[config.mk]
export PLATFORM = sky130hd
export DESIGN_NAME = rast_grid
export DESIGN_NICKNAME = d
export VERILOG_FILES = /design/src/rtl/rast_pkg.sv /design/src/rtl/rast_onehot_dec.sv /design/src/rtl/rast_cell.sv /design/src/rtl/rast_readout.sv /design/src/rtl/rast_grid.sv
export SDC_FILE = /design/constraint.sdc
export NUM_CORES = 1
export LEC_CHECK = 0
export ABC_AREA = 0
export BUFFER_PORTS_ARGS = -buffer_cell sky130_fd_sc_hd__buf_2
export CAP_MARGIN = 20
export CORE_ASPECT_RATIO = 0.6
export CORE_MARGIN = 5
export CORE_UTILIZATION = 46
export CTS_CLUSTER_SIZE = 28
export DETAILED_ROUTE_END_ITERATION = 8
export PLACE_DENSITY_LB_ADDON = 0.05
export SLEW_MARGIN = 20
export SYNTH_ARGS = -nofsm -noshare
export SYNTH_HDL_FRONTEND = slang
export SYNTH_SLANG_ARGS = --single-unit
export TNS_END_PERCENT = 20
[constraint.sdc]
create_clock -name clk -period 2.1 [get_ports clk]
set_input_delay 0 -clock clk [delete_from_list [all_inputs] [get_ports clk]]
set_output_delay 0 -clock clk [all_outputs]
set_load 0.005 [all_outputs]
[src/rtl/rast_pkg.sv]
package rast_pkg;
  localparam int DEF_ROWS = 4;
  localparam int DEF_COLS = 4;

  // flat position of a cell from its row and column
  function automatic int cell_at(input int r, input int c, input int cols);
    return r * cols + c;
  endfunction

  // bits needed to number n items (at least one)
  function automatic int bits_for(input int n);
    return (n <= 1) ? 1 : $clog2(n);
  endfunction
endpackage

[src/rtl/rast_onehot_dec.sv]
module rast_onehot_dec #(
  parameter int W = 2,
  localparam int LINES = 1 << W
) (
  input  logic           en,
  input  logic [W-1:0]   sel,
  output logic [LINES-1:0] line
);
  for (genvar i = 0; i < LINES; i++) begin : g_line
    assign line[i] = en && (sel == W'(i));
  end
endmodule

[src/rtl/rast_cell.sv]
module rast_cell (
  input  logic clk,
  input  logic rst_n,
  input  logic capture,
  input  logic flip,
  input  logic d,
  output logic q
);
  always_ff @(posedge clk) begin
    if (!rst_n)       q <= 1'b0;
    else if (capture) q <= d;
    else if (flip)    q <= ~q;
  end
endmodule

[src/rtl/rast_readout.sv]
module rast_readout #(
  parameter int ROWS = 4,
  parameter int COLS = 4,
  localparam int N = ROWS * COLS
) (
  input  logic [ROWS-1:0] row_line,
  input  logic [COLS-1:0] col_line,
  input  logic [N-1:0]    q,
  output logic            bit_out
);
  logic [N-1:0] term;
  for (genvar r = 0; r < ROWS; r++) begin : g_r
    for (genvar c = 0; c < COLS; c++) begin : g_c
      localparam int IDX = rast_pkg::cell_at(r, c, COLS);
      assign term[IDX] = row_line[r] & col_line[c] & q[IDX];
    end
  end
  assign bit_out = |term;
endmodule

[src/rtl/rast_grid.sv]
module rast_grid #(
  parameter int ROWS = rast_pkg::DEF_ROWS,
  parameter int COLS = rast_pkg::DEF_COLS,
  localparam int ROW_W  = rast_pkg::bits_for(ROWS),
  localparam int COL_W  = rast_pkg::bits_for(COLS),
  localparam int ADDR_W = ROW_W + COL_W,
  localparam int N      = ROWS * COLS
) (
  input  logic              clk,
  input  logic              rst_n,
  input  logic              test_mode,
  input  logic              toggle_en,
  input  logic [ADDR_W-1:0] addr,
  input  logic [N-1:0]      d,
  output logic [N-1:0]      q,
  output logic              scan_out
);
  logic [(1<<ROW_W)-1:0] row_full;
  logic [(1<<COL_W)-1:0] col_full;
  logic [ROWS-1:0] row_line;
  logic [COLS-1:0] col_line;
  logic [N-1:0]    hit;
  logic            strobe;
  logic            func_en;

  assign func_en = ~test_mode;
  assign strobe  = test_mode & toggle_en;

  rast_onehot_dec #(.W(ROW_W)) u_row_dec (
    .en(test_mode), .sel(addr[ADDR_W-1:COL_W]), .line(row_full));
  rast_onehot_dec #(.W(COL_W)) u_col_dec (
    .en(test_mode), .sel(addr[COL_W-1:0]), .line(col_full));

  assign row_line = row_full[ROWS-1:0];
  assign col_line = col_full[COLS-1:0];

  for (genvar r = 0; r < ROWS; r++) begin : g_row
    for (genvar c = 0; c < COLS; c++) begin : g_col
      localparam int IDX = rast_pkg::cell_at(r, c, COLS);
      assign hit[IDX] = row_line[r] & col_line[c];
      rast_cell u_cell (
        .clk(clk), .rst_n(rst_n), .capture(func_en),
        .flip(hit[IDX] & strobe), .d(d[IDX]), .q(q[IDX]));
    end
  end

  rast_readout #(.ROWS(ROWS), .COLS(COLS)) u_read (
    .row_line(row_line), .col_line(col_line), .q(q), .bit_out(scan_out));
endmodule

Yosys cells after proc, flatten, opt, wreduce, memory -nomap -nowiden. Index checks and enable logic that the tools add are counted.

$add $sub $neg: 0. Multiply operators: 0. Divide/modulo/power cells: 0. $lt $le $gt $ge: 0. Equal/unequal tests: 22. Shifts and indexed selects: 0. Multiplexer cells: 32. Bitwise logic cells: 65. Reduce and logical (&&, ||, !) cells: 11.

Operators with widths (number): bitwise AND 1 bit (49); two-way mux 1 bit (32); != test 2 x 1 -> 1 bit, second input constant (16); NOT 1 bit (16); OR reduction 16 bit (1); equality test 2 bit, second input constant (4); logical AND 1 bit (8); equality test 2 x 1 -> 1 bit, second input constant (2); zero test 2 bit (2).

Bits in registers: 16. Latch bits: 0. Memory bits (writable): 0. Bits in read-only memories: 0. Word-level logic and storage cells: 146. Memories kept: 0.

Logic depth before layout (Yosys ltp).
Depth in word-level cells: 6. Gate-level depth with buffers: 5. Gate-level depth less buffers: 4.

Cells and area by module. A second synthesis with hierarchy kept.

Cells, all modules: 104. Area total of the unflattened synthesis: 1066.0 sq um.

By module, submodules not included: rast_cell (instances 16, cells each 4, area an instance 45.0 sq um, sequential area each 20.0 sq um); rast_grid (instances 1, cells each 19, area an instance 173.9 sq um, sequential area each 0.0 sq um); rast_readout (instances 1, cells each 13, area an instance 96.3 sq um, sequential area each 0.0 sq um); rast_onehot_dec (instances 2, cells each 4, area an instance 37.5 sq um, sequential area each 0.0 sq um).

Least setup slack after synthesis. OpenSTA, ideal clock, no wires.

Path type: input-to-reg. From: input addr[1]. To: register g_row[1].g_col[0].u_cell.q. Library setup time: 0.091 ns. Data arrival time: 1.087 ns. Required time: 2.009 ns. Path slack: 0.922 ns. Stages: 4. Cells stage by stage: buf_6 > or3b_4 > or3_1 > a311oi_1.

Longest elaborated chain between the ends: 5.

Ends and longest elaborated chain: from (decl) (RTL line rast_grid.sv:13) `input logic [ADDR_W-1:0] addr,`; zero test 2 bit (RTL line rast_onehot_dec.sv:10) `assign line[i] = en && (sel == W'(i));`; logical AND 1 bit (RTL line rast_onehot_dec.sv:10); bitwise AND 1 bit (RTL line rast_grid.sv:40) `assign hit[IDX] = row_line[r] & col_line[c];`; bitwise AND 1 bit (RTL line rast_grid.sv:43) `.flip(hit[IDX] & strobe), .d(d[IDX]), .q(q[IDX]));`; != test 2 x 1 -> 1 bit (no source line); to (signal assigned) (RTL line rast_cell.sv:12) `else if (flip) q <= ~q;`; to (decl) (RTL line rast_cell.sv:7) `output logic q`.

Every way passes these cells. A chain may end at the register's enable or synchronous reset.

Final worst setup path.
From: register g_row[3].g_col[0].u_cell.q. To: output scan_out.

Longest elaborated chain between the ends: 2.

Ends and longest elaborated chain: from (decl) (RTL line rast_cell.sv:7); from (signal assigned) (RTL line rast_cell.sv:12); bitwise AND 1 bit (RTL line rast_readout.sv:15) `assign term[IDX] = row_line[r] & col_line[c] & q[IDX];`; OR reduction 16 bit (RTL line rast_readout.sv:18) `assign bit_out = |term;`; to (decl) (RTL line rast_grid.sv:16) `output logic scan_out`.

Every way passes these cells.

==> out/metrics.csv <==
stage,metric,value,unit
run_status,outcome,"finished, final reports clean",
layout,largest_register_ffs,16,
yosys,synth_fa_ha_area_share,0,%
placed_design,io_buffer_count,40,
cts,ctsHoldBuffers,0,
timing,clock.fmax,633,MHz
layout,antenna_cells,0,
yosys,synth_compound_area_share,22.2,%
min_path,hold_path_class,in -> reg,
layout,top_register,g_row.g_col.u_cell.q,
placed_design,hpwl,2.07,mm
drt,dr.pass1.iters,4,
floorplanning,rows,13,
power,irDropWorstVdd,0.316,mV
drt,routed-via-count,1032,
floorplanning,dieWidth,72.8,um
setup_path,worst_setup_path_end_kind,output pin,
drt,drc,0,
yosys,synth.area.mux_share,5.63,%
setup_path,worstPathArrival,1.58,ns
timing,worst_pin_slew,0.358,ns
power,p_seq_share,45.2,%
timing,skew,0,ns
power,p_total,0.000763,W
layout,syn_to_final_growth,12.8,%
timing,fin_crit,1.58,ns
setup_path,cp-start-kind,flop,
yosys,yosysSeqAreaShare,29.4,%
yosys,synth_top_area_share,29.4,%
timing,slew_viol_final,0,
yosys,syn_nets,158,
drt,postRouteWirelength,2.80,mm
timing,rsz0062_at_grt,false,
power,p_sw,0.000203,W
yosys,synth_top_family_by_area,compound AO/OA/AOI/OAI gates,
yosys,yosysWarnings,0,
global_routing,grt_overflow,0,
floorplanning,initial_utilization,49.2,%
yosys,yosys.area_share.simple,20.8,%
drt,drtIter0Drc,68,
cts,cts.path.max_buffers,2,
floorplanning,dieArea,3470,um^2
yosys,syn-cell-area,1090,um^2
yosys,synth_cell_types,29,
placed_design,place.gp.congestion,0.884,
floorplanning,die_height,47.7,um
drt,top_layer_used,met4,
flow_run,max_cap_violations,0,
timing,setup_viol,0,
yosys,yosys.area.top_type,dfxtp_1,
setup_path,worstPathRequired,2.10,ns
power,p_leak,0.488,nW
yosys,yosys-top-cells-area,"dfxtp_1 (29%), buf_4 (11%), o21ai_0 (7.8%)",
layout,reg_top3,g_row.g_col.u_cell.q x16,
setup_path,critPathKind,reg -> out,
layout,regArea,320,um^2
layout,final_common_cell,buf_2,
cts,clk_pin_slew_worst_paths,0.06,ns
yosys,synthXorXnorAreaFrac,6.44,%
power,p_per_area,622,nW/um^2
cts,clock-sinks,16,
drt,wl_per_cell,15.1,um
power,p_int,0.000560,W
drt,route.met3.wl,190,um
timing,tns,0,ns
cts,cts-root-buf,clkbuf_8,
layout,multi_input_area,599,um^2
yosys,synth_seq_cells,16,
layout,final_layout_size_suffix_gt1_share,30.3,%
global_routing,grt.total_usage,17.2,%
layout,nFillCells,232,
timing,slew_headroom,75.9,%
cts,cts_buffers,3,
drt,wl_met1,1.41,mm
power,clockPowerShare,35.9,%
cts,clk_latency,0.25,ns
global_routing,grt_max_degree,25,
yosys,avgSynthCellArea,8.12,um^2
global_routing,grt_pass1_vias,973,
cts,cts_setup_buffers,0,
power,sw_frac_of_total,26.6,%
floorplanning,core,2210,um^2
yosys,postSynthCellCount,134,
layout,layout_common_cells,"buf_2 (40), o21ai_0 (17), nor2_1 (16), dfxtp_1 (16)",
cts,htree_levels,1,
drt,postRouteAntennaNets,0,
floorplanning,io_pins,41,
power,combPwrFrac,18.9,%
global_routing,antenna_found_initial,0,
timing,finalCritPeriodShare,75.2,%
cts,post_cts_resize_count,0,
timing,finalHoldViolCount,0,
global_routing,grt_first_pass_wirelength,4.50,mm
drt,wl_met2,1.19,mm
setup_path,worst-path-max-fanout,4,
cts,tritoncts,done,
layout,final_net_count,180,
drt,via_per_inst,5.58,
[cells in the mapped netlist (all sizes together)]
| library cell | number |
|---|---|
| dfxtp | 16 |
| inv | 2 |
| mux2 | 1 |
| nor2 | 16 |
| or3 | 8 |
| nand4 | 1 |
| o32ai | 1 |
| nand4bb | 1 |
| nand3 | 2 |
| xnor2 | 8 |
| o21ai | 17 |
| a21oi | 8 |
| a31oi | 1 |
| clkbuf | 4 |
| nand2 | 1 |
| and3 | 1 |
| nand3b | 3 |
| o41ai | 1 |
| buf | 20 |
| nand4b | 4 |
| o311ai | 1 |
| mux2i | 5 |
| or3b | 1 |
| nor4bb | 1 |
| o22ai | 1 |
| a311oi | 8 |
| a21boi | 1 |
[power groups by stage]
stage	logic [W]	clock network [W]	registers [W]
floorplan	0.000111	0	0.000347
global placement	0.000140	0	0.000351
detailed placement	0.000143	0	0.000351
CTS	0.000145	0.000280	0.000344
global route	0.000162	0.000292	0.000348
finish	0.000144	0.000274	0.000345
[cell families after synthesis]
kind of cell / count (synthesis)
DFF: 16
muxes: 6
AOI/OAI and AO/OA: 39
buffers and inverters: 26
xor gates and xnor gates: 8
and+or+nand+nor: 39
[metrics by stage]
step | hold WS, ns | std cells | setup slack [ns] | utilization (%) | cell area, um^2
finish | 0.0147 | 185 | 0.520 | 55.5 | 1230
global route | 0.0357 | 185 | 0.372 | 55.5 | 1230
CTS | 0.0145 | 185 | 0.524 | 55.5 | 1230
detailed placement | 0.276 | 181 | 0.667 | 53.0 | 1170
global placement | 0.268 | 181 | 0.730 | 53.0 | 1170
floorplan | 0.138 | 134 | 0.922 | - | 1090
[per-layer routing]
metal	vias up	GRT usage, %
li1	521	-
met1	477	23.6
met2	32	25.6
met3	2	6.71
met4	0	4.04
met5	-	0
[area by class of cell]
class	count	share of cell area, %
Multi-Input combinational cell	92	48.8
Tap cell	30	3.06
Sequential cell	16	26.1
Clock buffer	4	4.49
Timing Repair Buffer	41	16.9
Inverter	2	0.612
[worst paths after layout]
path / from / endpoint / slack, ns / cells past startpoint
worst max-delay path: g_row[3].g_col[0].u_cell.q / scan_out / 0.52 / 5
worst min-delay path: d[5] / g_row[1].g_col[1].u_cell.q / 0.01 / 3
worst max register to register: g_row[1].g_col[2].u_cell.q / g_row[1].g_col[2].u_cell.q / 1.04 / 2
worst min register to register: g_row[1].g_col[3].u_cell.q / g_row[1].g_col[3].u_cell.q / 0.53 / 2
[worst max-delay path: stages (launching register included)]
cell and delay (ns):
dfxtp_1 0.33, mux2_2 0.27, and3_1 0.18, o41ai_1 0.25, a21boi_0 0.15, buf_2 0.15
Power figures use the tool's default switching activity.
